### config.mk
export PLATFORM = sky130hd
export DESIGN_NAME = reg_pend_scoreboard
export DESIGN_NICKNAME = d
export VERILOG_FILES = /design/src/rtl/rps_pkg.sv /design/src/rtl/rps_dest_decode.sv /design/src/rtl/rps_pend_cell.sv /design/src/rtl/rps_ready_lookup.sv /design/src/rtl/reg_pend_scoreboard.sv
export SDC_FILE = /design/constraint.sdc
export NUM_CORES = 1
export LEC_CHECK = 0
export BUFFER_PORTS_ARGS = -buffer_cell sky130_fd_sc_hd__buf_2
export CORE_MARGIN = 8
export CORE_UTILIZATION = 68
export DETAILED_ROUTE_END_ITERATION = 16
export PLACE_DENSITY = 0.87
export SLEW_MARGIN = 40
export SYNTH_ARGS = -nofsm -noshare
export SYNTH_HDL_FRONTEND = slang
export SYNTH_HIERARCHICAL = 1
export SYNTH_SLANG_ARGS = --single-unit
### constraint.sdc
create_clock -name clk -period 2.75 [get_ports clk]
set_clock_uncertainty 0.1 [all_clocks]
set_input_delay 0.1375 -clock clk [delete_from_list [all_inputs] [get_ports clk]]
set_output_delay 0.1375 -clock clk [all_outputs]
set_load 0.02 [all_outputs]
### src/rtl/rps_pkg.sv
package rps_pkg;

    typedef enum logic [1:0] {
        ACT_HOLD = 2'd0,
        ACT_INC  = 2'd1,
        ACT_DEC  = 2'd2
    } cnt_act_e;

    // allocate and retire together cancel out
    function automatic cnt_act_e pick_act(input logic inc, input logic dec);
        cnt_act_e a;
        if (inc && !dec)      a = ACT_INC;
        else if (dec && !inc) a = ACT_DEC;
        else                  a = ACT_HOLD;
        return a;
    endfunction

endpackage

### src/rtl/rps_dest_decode.sv
module rps_dest_decode #(
    parameter int NUM_REGS = 32,
    parameter int IDX_W    = $clog2(NUM_REGS)
) (
    input  logic                valid_i,
    input  logic [IDX_W-1:0]    idx_i,
    output logic [NUM_REGS-1:0] hit_o
);
    always_comb begin
        hit_o = '0;
        for (int r = 1; r < NUM_REGS; r++) begin
            if (valid_i && (idx_i == IDX_W'(r))) hit_o[r] = 1'b1;
        end
    end
endmodule

### src/rtl/rps_pend_cell.sv
module rps_pend_cell #(
    parameter int CNT_W = 2
) (
    input  logic             clk,
    input  logic             rst_n,
    input  logic             inc_i,
    input  logic             dec_i,
    output logic [CNT_W-1:0] cnt_o,
    output logic             zero_o,
    output logic             full_o
);
    import rps_pkg::*;

    localparam logic [CNT_W-1:0] CNT_MAX = {CNT_W{1'b1}};

    typedef struct packed {
        logic [CNT_W-1:0] cnt;
    } cell_st_t;

    cell_st_t st_d, st_q;
    cnt_act_e act;

    always_comb begin
        st_d = st_q;
        act  = pick_act(inc_i, dec_i);
        case (act)
            ACT_INC: st_d.cnt = st_q.cnt + CNT_W'(1);
            ACT_DEC: st_d.cnt = st_q.cnt - CNT_W'(1);
            default: st_d.cnt = st_q.cnt;
        endcase
    end

    always_ff @(posedge clk) begin
        if (!rst_n) st_q <= '0;
        else        st_q <= st_d;
    end

    assign cnt_o  = st_q.cnt;
    assign zero_o = (st_q.cnt == '0);
    assign full_o = (st_q.cnt == CNT_MAX);

    // the top must never ask a full counter to grow
    p_no_overflow_r6: assert property (@(posedge clk) disable iff (!rst_n)
        !(full_o && inc_i && !dec_i));
    // the top must never ask an empty counter to shrink
    p_no_underflow_r8: assert property (@(posedge clk) disable iff (!rst_n)
        !(zero_o && dec_i));
    // a lone allocate raises the count by one
    p_inc_step_r2: assert property (@(posedge clk) disable iff (!rst_n)
        (inc_i && !dec_i) |=> (cnt_o == $past(cnt_o) + CNT_W'(1)));
    // a lone retire lowers the count by one
    p_dec_step_r3: assert property (@(posedge clk) disable iff (!rst_n)
        (dec_i && !inc_i) |=> (cnt_o == $past(cnt_o) - CNT_W'(1)));
    // allocate with retire keeps the count
    p_pair_hold_r5: assert property (@(posedge clk) disable iff (!rst_n)
        (inc_i && dec_i) |=> $stable(cnt_o));
endmodule

### src/rtl/rps_ready_lookup.sv
module rps_ready_lookup #(
    parameter int NUM_REGS = 32,
    parameter int CNT_W    = 2,
    parameter int IDX_W    = $clog2(NUM_REGS)
) (
    input  logic             clk,
    input  logic             rst_n,
    input  logic [IDX_W-1:0] rs_i,
    input  logic [CNT_W-1:0] cnt_i [NUM_REGS],
    input  logic             wb_valid_i,
    input  logic [IDX_W-1:0] wb_rd_i,
    output logic             ready_o
);
    logic [CNT_W-1:0] sel_cnt;
    logic             last_retire;

    always_comb begin
        sel_cnt     = cnt_i[rs_i];
        // the final outstanding writer lands this cycle: value readable now
        last_retire = wb_valid_i && (wb_rd_i == rs_i) && (sel_cnt == CNT_W'(1));
        ready_o     = (rs_i == '0) || (sel_cnt == '0) || last_retire;
    end

    // register 0 always reads ready
    p_zero_ready_r7: assert property (@(posedge clk) disable iff (!rst_n)
        (rs_i == '0) |-> ready_o);
    // two or more writers outstanding means not ready
    p_multi_busy_r3: assert property (@(posedge clk) disable iff (!rst_n)
        ((rs_i != '0) && (sel_cnt > CNT_W'(1))) |-> !ready_o);
endmodule

### src/rtl/reg_pend_scoreboard.sv
module reg_pend_scoreboard #(
    parameter int NUM_REGS = 32,
    parameter int CNT_W    = 2,
    parameter int IDX_W    = $clog2(NUM_REGS)
) (
    input  logic             clk,
    input  logic             rst_n,
    input  logic             alloc_valid,
    input  logic [IDX_W-1:0] alloc_rd,
    output logic             alloc_stall,
    input  logic             wb_valid,
    input  logic [IDX_W-1:0] wb_rd,
    input  logic [IDX_W-1:0] qa_rs,
    output logic             qa_ready,
    input  logic [IDX_W-1:0] qb_rs,
    output logic             qb_ready
);
    localparam int NUM_PORTS = 2;

    logic [NUM_REGS-1:0] alloc_hit, wb_hit;
    logic [NUM_REGS-1:0] inc_v, dec_v, zero_v, full_v;
    logic [CNT_W-1:0]    cnt_w [NUM_REGS];
    logic [IDX_W-1:0]    q_rs  [NUM_PORTS];
    logic [NUM_PORTS-1:0] q_rdy;

    rps_dest_decode #(.NUM_REGS(NUM_REGS), .IDX_W(IDX_W)) u_alloc_dec (
        .valid_i(alloc_valid), .idx_i(alloc_rd), .hit_o(alloc_hit)
    );
    rps_dest_decode #(.NUM_REGS(NUM_REGS), .IDX_W(IDX_W)) u_wb_dec (
        .valid_i(wb_valid), .idx_i(wb_rd), .hit_o(wb_hit)
    );

    assign cnt_w[0]  = '0;
    assign zero_v[0] = 1'b1;
    assign full_v[0] = 1'b0;
    assign inc_v[0]  = 1'b0;
    assign dec_v[0]  = 1'b0;

    for (genvar r = 1; r < NUM_REGS; r++) begin : g_cell
        assign inc_v[r] = alloc_hit[r] && !full_v[r];
        assign dec_v[r] = wb_hit[r] && !zero_v[r];
        rps_pend_cell #(.CNT_W(CNT_W)) u_cell (
            .clk(clk), .rst_n(rst_n),
            .inc_i(inc_v[r]), .dec_i(dec_v[r]),
            .cnt_o(cnt_w[r]), .zero_o(zero_v[r]), .full_o(full_v[r])
        );
    end

    assign alloc_stall = |(alloc_hit & full_v);

    assign q_rs[0] = qa_rs;
    assign q_rs[1] = qb_rs;

    for (genvar p = 0; p < NUM_PORTS; p++) begin : g_port
        rps_ready_lookup #(.NUM_REGS(NUM_REGS), .CNT_W(CNT_W), .IDX_W(IDX_W)) u_look (
            .clk(clk), .rst_n(rst_n),
            .rs_i(q_rs[p]), .cnt_i(cnt_w),
            .wb_valid_i(wb_valid), .wb_rd_i(wb_rd),
            .ready_o(q_rdy[p])
        );
    end

    assign qa_ready = q_rdy[0];
    assign qb_ready = q_rdy[1];

    // a stall only answers a request
    p_stall_needs_req_r6: assert property (@(posedge clk) disable iff (!rst_n)
        alloc_stall |-> alloc_valid);
    // register 0 never stalls
    p_r0_no_stall_r7: assert property (@(posedge clk) disable iff (!rst_n)
        (alloc_valid && alloc_rd == '0) |-> !alloc_stall);
    // an accepted allocation makes the register busy next cycle
    p_alloc_busy_r2: assert property (@(posedge clk) disable iff (!rst_n)
        (alloc_valid && !alloc_stall && alloc_rd != '0 && qa_rs == alloc_rd && !wb_valid)
        |=> ((qa_rs != $past(alloc_rd)) || !qa_ready || wb_valid));
endmodule

==> summary.txt <==
Floorplan
  • DIE HEIGHT: approximately 110 um
  • Core box area: around 8000 sq um
  • IO Pins: 27
  • Die area: about 12000 sq um
  • Site Rows: 33
  • Initial cell density of the core: 0.698
  • Die width: 107 um

Clock network
  • TritonCTS Buffers: 9
  • Max clock buf depth: 2
  • Cts repair resizes: 0
  • CTS clock-pin slew for the worst setup and hold paths: approximately 80 ps
  • Hold buffer count at CTS: 0
  • Clk Latency, worst-skew pair: 350 ps
  • CTS tree: done
  • Post-CTS Setup Bufs: 0
  • Clock sink count: a little over 60
  • Clk root buf: clkbuf_8
  • Htree depth: 3

Global routing
  • Largest net degree at the start of global routing: 63
  • GRT Resource Usage Total: 0.275
  • Antenna violations before repair: 0
  • Vias in the first global route: 4803
  • First-pass GRT wire length: around 25000 um
  • Total gr overflow: 0

Status
  • Status: finished, final reports clean

STA
  • Setup TNS: 0 ps
  • RSZ-0062 raised after global routing: no
  • Fin Hold WS: 190 ps
  • Max Slew Vio Count: 0
  • Worst slew margin: 0.633
  • Post-route clock period utilization: 0.898
  • F_max: around 410 MHz
  • Setup violations, final: 0
  • Final min period: around 2500 ps
  • Final hold vios: 0
  • Setup ws final: 282 ps
  • Worst Tran Pin Value: 547 ps

Drt
  • Final wirelength: between 15000 and 20000 um
  • # DRC: 0
  • Drt via density: 6.43
  • TritonRoute pass-1 iters: 5
  • Iter 0 DRT Violations: 330
  • Routed WL per cell: about 20 um
  • Antenna Violating Nets Remaining: 0
  • Vias: 5000

Worst setup path
  • Crit-path cells: and2_2 > a22o_1 > a221oi_2 > nand3_1 > or4_1 > buf_2
  • Critical path class: reg2out
  • Endpoint type of the worst setup path: output port
  • Crit-path max FO: 6
  • Critical-path top delay cell: or4_1
  • Critical Path Source Type: flop
  • Largest stage delay, worst path: 540 ps
  • Crit path DAT: between 2000 and 2500 ps
  • Critical path required time: approximately 2500 ps
  • Worst path bufs/invs: 1
  • CP delay by family, top: simple AND/OR/NAND/NOR gates

Pwr
  • Sequential power share: 0.460
  • Switching share of total power: 0.284
  • Peak VDD IR: 0.273 mV
  • Sw power: between 0.0005 and 0.0006 W
  • Internal: around 0.0014 W
  • Power per cell area: roughly 330 nW/um^2
  • Gate power share: 0.124
  • Clock network power share: 0.417
  • Leak Pwr: 2.07 nW

Final layout
  • Commonest cells after routing, fill and taps aside: nor2_1, xnor2_1, nor2b_1, dfxtp_1, o21ai_0
  • Area Growth Syn to Fin: 6.83%
  • Fraction of layout cells with a size suffix above 1: 0.163
  • Final cell count without fillers: ~800
  • Final Util: 0.745
  • Flip-flop count of the largest register after layout: between 60 and 70
  • Commonest non-fill, non-tap cell in the layout: nor2_1
  • # diodes: 0
  • Final #Nets: 723

Run
  • Max-Cap Viols: 0

Place
  • Setup WS pre-CTS: 445 ps
  • IO buf count: 26
  • Placed wire-length estimate: ~12000 um
  • GPL Wtd Cong: roughly 0.97
  • Inst Count DP: 762

Hold path
  • Worst Hold Class: in2reg

Logic synthesis
  • Synthesized cell area: around 5700 sq um
  • YS warnings: 6
  • Synth Area per Inst: 8.83 sq um
  • Post-Syn Instances: around 640
-- cell type report --
class | instances | area (sq um)
Sequential cell | 62 | 1240
Inverter | 31 | 116
Fill cell | 627 | 2070
Clock inverter | 7 | 73.8
Tap cell | 105 | 131
Clock buffer | 9 | 124
Multi-Input combinational cell | 535 | 4220
Timing Repair Buffer | 29 | 155
-- through the flow --
| stage | area (sq um) | total power [W] |
|---|---|---|
| floorplan | 5690 | 0.00109 |
| detailed placement | 5860 | 0.00117 |
| CTS | 6060 | 0.00199 |
| global placement | 5860 | 0.00117 |
| global route | 6060 | 0.00206 |
| finish | 6060 | 0.00199 |
-- metal layers --
metal,vias to the layer above,part of all wire,global-route usage
li1,2303,-,-
met1,2394,0.41,0.361
met2,257,0.45,0.436
met4,0,0.032,0.0991
met3,46,0.10,0.0593
met5,-,0,0
-- worst reg2reg max path: cells and delay by family (launching register included) --
kind	cells	cell delay, ps
AOI/OAI and AO/OA	1	130
buffers and inverters	1	100
and+or+nand+nor	3	810
DFF	1	380
adders and majority gates	1	340
-- worst paths after layout --
path	start	endpoint	slack (ps)	depth (start not counted)
min	rst_n	g_cell[10].u_cell/cnt_o[1]	190	2
max	g_cell[27].u_cell/cnt_o[0]	alloc_stall	280	6
min reg2reg	g_cell[26].u_cell/cnt_o[1]	g_cell[26].u_cell/cnt_o[1]	430	2
max reg2reg	g_cell[28].u_cell/cnt_o[0]	g_cell[28].u_cell/cnt_o[1]	830	6
-- power by group through the flow --
stage | Clock [W] | Combinational, W | Sequential, W
after floorplan | 0 | 0.000160 | 0.000932
after global placement | 0 | 0.000231 | 0.000935
after detailed placement | 0 | 0.000238 | 0.000936
after CTS | 0.000842 | 0.000239 | 0.000915
after global routing | 0.000882 | 0.000258 | 0.000916
final | 0.000830 | 0.000246 | 0.000915
Power figures use the tool's default switching activity.
